### src/rtl/excvec_pkg.sv
package excvec_pkg;
    localparam logic [15:0] VEC_POR    = 16'hFFFE;
    localparam logic [15:0] VEC_CLKMON = 16'hFFFC;
    localparam logic [15:0] VEC_WDOG   = 16'hFFFA;
    localparam logic [7:0]  OFS_TRAP   = 8'hF8;
    localparam logic [7:0]  OFS_SWI    = 8'hF6;
    localparam logic [7:0]  OFS_X      = 8'hF4;
    localparam logic [7:0]  OFS_IRQ    = 8'hF2;
    localparam logic [7:0]  OFS_PER0   = 8'hF0;
    localparam logic [7:0]  OFS_SPUR   = 8'h80;
    localparam logic [7:0]  BASE_RST   = 8'hFF;

    typedef struct packed {
        logic [7:0]  base;
        logic [15:0] vec;
    } excvec_state_t;
endpackage

### src/rtl/excvec_per_enc.sv
module excvec_per_enc #(
    parameter int N_LINES = 56,
    localparam int IDX_W  = (N_LINES > 1) ? $clog2(N_LINES) : 1
) (
    input  logic [N_LINES-1:0] lines,
    output logic               hit,
    output logic [IDX_W-1:0]   idx
);
    always_comb begin
        hit = 1'b0;
        idx = '0;
        for (int n = N_LINES - 1; n >= 0; n--) begin
            if (lines[n]) begin
                hit = 1'b1;
                idx = IDX_W'(n);
            end
        end
    end
endmodule

### src/rtl/excvec_resolve.sv
module excvec_resolve
    import excvec_pkg::*;
#(
    parameter int N_PERIPH = 56
) (
    input  logic                rst_por,
    input  logic                rst_clkmon,
    input  logic                rst_wdog,
    input  logic                trap_req,
    input  logic                swi_req,
    input  logic                xreq,
    input  logic                irq_req,
    input  logic [N_PERIPH-1:0] per_req,
    input  logic                x_mask,
    input  logic                i_mask,
    input  logic [7:0]          base,
    output logic                pending,
    output logic [15:0]         vec
);
    localparam int IDX_W = (N_PERIPH > 1) ? $clog2(N_PERIPH) : 1;

    logic [N_PERIPH-1:0] per_live;
    logic                per_hit;
    logic [IDX_W-1:0]    per_idx;
    logic                x_live;
    logic                irq_live;
    logic [7:0]          per_ofs;

    assign per_live = i_mask ? '0 : per_req;
    assign x_live   = xreq & ~x_mask;
    assign irq_live = irq_req & ~i_mask;

    excvec_per_enc #(.N_LINES(N_PERIPH)) per_enc_i (
        .lines(per_live),
        .hit  (per_hit),
        .idx  (per_idx)
    );

    assign per_ofs = 8'(OFS_PER0 - (8'(per_idx) << 1));
    assign pending = trap_req | swi_req | x_live | irq_live | per_hit;

    always_comb begin
        if (rst_por)         vec = VEC_POR;
        else if (rst_clkmon) vec = VEC_CLKMON;
        else if (rst_wdog)   vec = VEC_WDOG;
        else if (trap_req)   vec = {base, OFS_TRAP};
        else if (swi_req)    vec = {base, OFS_SWI};
        else if (x_live)     vec = {base, OFS_X};
        else if (irq_live)   vec = {base, OFS_IRQ};
        else if (per_hit)    vec = {base, per_ofs};
        else                 vec = {base, OFS_SPUR};
    end
endmodule

### src/rtl/excvec_gen.sv
module excvec_gen
    import excvec_pkg::*;
#(
    parameter int N_PERIPH = 56
) (
    input  logic                clk,
    input  logic                rst_n,
    input  logic                rst_por,
    input  logic                rst_clkmon,
    input  logic                rst_wdog,
    input  logic                trap_req,
    input  logic                swi_req,
    input  logic                xreq,
    input  logic                irq_req,
    input  logic [N_PERIPH-1:0] per_req,
    input  logic                x_mask,
    input  logic                i_mask,
    input  logic                base_wr,
    input  logic [7:0]          base_wdata,
    input  logic                vec_req,
    output logic                int_pending,
    output logic [15:0]         vec_addr
);
    excvec_state_t st_d, st_q;
    logic [15:0]   vec_now;

    excvec_resolve #(.N_PERIPH(N_PERIPH)) resolve_i (
        .rst_por   (rst_por),
        .rst_clkmon(rst_clkmon),
        .rst_wdog  (rst_wdog),
        .trap_req  (trap_req),
        .swi_req   (swi_req),
        .xreq      (xreq),
        .irq_req   (irq_req),
        .per_req   (per_req),
        .x_mask    (x_mask),
        .i_mask    (i_mask),
        .base      (st_q.base),
        .pending   (int_pending),
        .vec       (vec_now)
    );

    always_comb begin
        st_d = st_q;
        if (base_wr) st_d.base = base_wdata;
        if (vec_req) st_d.vec  = vec_now;
    end

    always_ff @(posedge clk or negedge rst_n) begin
        if (!rst_n) begin
            st_q.base <= BASE_RST;
            st_q.vec  <= VEC_POR;
        end else begin
            st_q <= st_d;
        end
    end

    assign vec_addr = st_q.vec;
endmodule

### config.mk
export PLATFORM = sky130hd
export DESIGN_NAME = excvec_gen
export DESIGN_NICKNAME = d
export VERILOG_FILES = /design/src/rtl/excvec_pkg.sv /design/src/rtl/excvec_per_enc.sv /design/src/rtl/excvec_resolve.sv /design/src/rtl/excvec_gen.sv
export SDC_FILE = /design/constraint.sdc
export NUM_CORES = 1
export LEC_CHECK = 0
export ABC_CLOCK_PERIOD_IN_PS = 3300
export BUFFER_PORTS_ARGS = -buffer_cell sky130_fd_sc_hd__buf_2
export CAP_MARGIN = 5
export CORE_MARGIN = 5
export CORE_UTILIZATION = 40
export CTS_CLUSTER_DIAMETER = 30
export DETAILED_ROUTE_END_ITERATION = 10
export MAX_ROUTING_LAYER = met4
export PLACE_DENSITY = 0.67
export REMOVE_ABC_BUFFERS = 1
export SYNTH_ARGS = -nofsm -noshare
export SYNTH_HDL_FRONTEND = slang
export SYNTH_HIERARCHICAL = 1
export SYNTH_SLANG_ARGS = --single-unit
### constraint.sdc
create_clock -name clk -period 3.3 [get_ports clk]
set_input_delay 0.495 -clock clk [delete_from_list [all_inputs] [get_ports clk]]
set_output_delay 0.495 -clock clk [all_outputs]
set_load 0.03 [all_outputs]
==> impl_metrics.ini <==
[cts]
htreeDepth = 1
ctsHoldBuffers = 0
cts_tree = yes
ctsResizeCount = 0
cts_sinks = 24
clkSlewWorstSetupHoldPaths_ns = 0.09
insertion_delay_ns = 0.27
cts.root.buffer_cell = clkbuf_8
numCtsBuffers = 3
clk_path_buf_depth = 2
cts_setup_buffers = 0

[sta]
skew_ns = 0.005181
fmax_mhz = 320.9
drv_slew = 0
finalHoldViolCount = 0
tightest_slew_ns = 0.5465
finalCritPeriodShare_pct = 94.44
period_minus_slack_ns = 3.117
maxSlewHeadroom_pct = 63.37
finalSetupViolCount = 0
tns_ns = 0

[finish]
final_common_cell = buf_2
fin_area_sq_um = 3272
drive_gt1_share_pct = 48.88
nFillCells = 573
final_cell_count_no_fill = 478
utilization_pct = 54.62
nets = 482
most-common-layout-cells = buf_2, nor2b_1, buf_4, dfstp_2, nor2_1
area_growth_pct = 31.34
num_antenna_cells = 0

[drt]
antenna_left = 0
wirelength_um = 6518
drtIter0Drc = 50
drcViolationCount = 0
vias_per_cell = 5.167
dr.pass1.iters = 5
dr_total_vias = 2470
wl_per_cell_um = 13.64

[global_routing]
grt_use_total_pct = 16.70
gr-usage-met2_pct = 27.13
overflow = 0
grt_pass1_vias = 2409
met1_usage_pct = 22.37
grt_use_met3_pct = 2.673
grt_max_degree = 30
top_usage_layer = met2
grt_pass1_wl_um = 10430
antenna_found_initial = 0

[synth]
syn_inst = 296
syn_area_per_cell_sq_um = 8.416
async_reset_ff_share_pct = 100.0
synth-edff-count = 0
yosysUniqueCellTypes = 55
yosys_warnings = 6
ys_ff_latch = 24
ys_seq_area_share_pct = 25.26
synth_flop_cell = dfstp_2
synth_area_sq_um = 2491

[outcome]
status = completed

[critical_path]
cp.required_ns = 3.51
start_kind = input port
crit_type = input port to flip-flop
rr_endpoint = vec_addr[10]$_DFFE_PN1P_
crit_chain = buf_2 > buf_4 > nor2b_2 > nand2b_1 > a221o_1 > a221oi_2 > o2111ai_1 > a2111oi_1 > buf_4 > inv_1 > ha_1 > nand2b_4 > nor2b_2 > nand3_1 > or2_1 > mux2_4
end_kind = flip-flop
crit_fanout = 5
slowest_delay_ns = 0.42
r2r_slack_ns = 2.45
startpoint = i_mask
crit_arrival_ns = 3.32
reg2reg_depth = 2
cpMaxStageDelayCell = a2111oi_1
r2r_start = st_q[18]$_DFFE_PN1P_

[die]
io_pins = 94
die_w_um = 88.92
dieArea_sq_um = 7906
die_h_um = 88.92
core-area_sq_um = 5991
num_rows = 28
start_util_pct = 41.58

[pwr]
p_leak_nw = 1.414
comb_power_share_pct = 36.5
power_density_nw_per_um2 = 285.5
swShare_pct = 29.17
p_total_w = 0.0009340
internal-power_w = 0.0006616
power_frac_seq_pct = 35.9
clock_power_share_pct = 27.6
p_sw_w = 0.0002724
peakVddDrop_mv = 0.4069

[worst_hold_path]
hold_class = input port to async pin

[run]
cap_violations = 0

[placement]
placed_cell_area_sq_um = 3149
numPortBuffers = 93
dp_cells = 474
hpwl_um = 5325
routabilityCongestion = 0.8419
-- routing by layer --
| metal | share of wire, % | up-vias |
|---|---|---|
| li1 | - | 1255 |
| met1 | 46 | 1142 |
| met2 | 47 | 67 |
| met3 | 6.2 | 6 |
| met4 | 0.63 | 0 |
| met5 | 0 | - |
-- power groups by stage --
stage	Combinational, W	Clock [W]	Sequential, W
finish	0.000341	0.000258	0.000336
global placement	0.000324	0	0.000339
detailed placement	0.000329	0	0.000340
CTS	0.000332	0.000262	0.000336
global route	0.000376	0.000277	0.000338
floorplan	0.000161	0	0.000357
-- sequential cells by signal, summed over array words and instances, names as in the netlist --
name and flops:
st_q 8, vec_addr 16
-- critical path, delay by kind of cell --
kind / cells / cell delay, ns
adder cells (fa/ha/maj): 1 / 0.23
AO/OA/AOI/OAI: 4 / 1.10
buffers and inverters: 4 / 0.50
multiplexers: 1 / 0.25
AND/OR/NAND/NOR: 6 / 0.74
-- layout make-up --
| cell class | instances | area, sq um | area share (%) |
|---|---|---|---|
| Clock buffer | 3 | 41.29 | 1.262 |
| Clock inverter | 1 | 30.03 | 0.9178 |
| Inverter | 13 | 48.80 | 1.491 |
| Multi-Input combinational cell | 232 | 1673 | 51.13 |
| Sequential cell | 24 | 629.4 | 19.24 |
| Tap cell | 75 | 93.84 | 2.868 |
| Timing Repair Buffer | 130 | 755.7 | 23.10 |
-- synth_stat cells, types with 6 or more instances --
library cell  number  area [sq um]
inv_1             13         48.80
o21ai_0            7         35.03
nand2b_1          16         100.1
and2b_1           12         90.09
nor4_1            18         112.6
nand2_1            9         33.78
buf_4             17         127.6
nor2_1            20         75.07
dfstp_2           23         604.3
o31ai_1            7         52.55
nor2b_1           50         312.8
a21oi_1           12         60.06
nor3_1             9         45.04
mux2_2            14         157.7
mux2_4            10         150.1
clkbuf_1           6         22.52
-- per-stage QoR --
step | hold slack (ns) | setup slack, ns
6_report | 0.1893 | 0.1835
4_1_cts | 0.2004 | 0.06930
3_5_place_dp | 0.4936 | -0.1810
5_1_grt | 0.2169 | -0.008250
3_3_place_gp | 0.4904 | -0.06694
2_1_floorplan | 0.1994 | 0.2272
-- cells by family (layout without fill, tap and decap cells) --
kind of cell / after synthesis / count (layout) / synth area share, %
other: 1 / 1 / 0.1505
XOR/XNOR: 2 / 2 / 0.7033
multiplexers: 24 / 24 / 12.36
flip-flops: 24 / 24 / 25.26
buffers and inverters: 40 / 147 / 9.643
AND/OR/NAND/NOR: 154 / 154 / 37.37
adder cells (fa/ha/maj): 1 / 1 / 0.5022
AO/OA/AOI/OAI: 50 / 50 / 14.01
-- worst max path at each step --
stage                                         end  slack, ns  cells after the start
after floorplan           vec_addr[7]$_DFFE_PN1P_       0.23                     13
after global placement    vec_addr[4]$_DFFE_PN1P_      -0.07                     12
after detailed placement  vec_addr[7]$_DFFE_PN1P_      -0.18                     16
after CTS                 vec_addr[7]$_DFFE_PN1P_       0.07                     16
after global routing      vec_addr[5]$_DFFE_PN1P_     -0.008                     16
final                     vec_addr[7]$_DFFE_PN1P_       0.18                     16
Power figures use the tool's default switching activity.
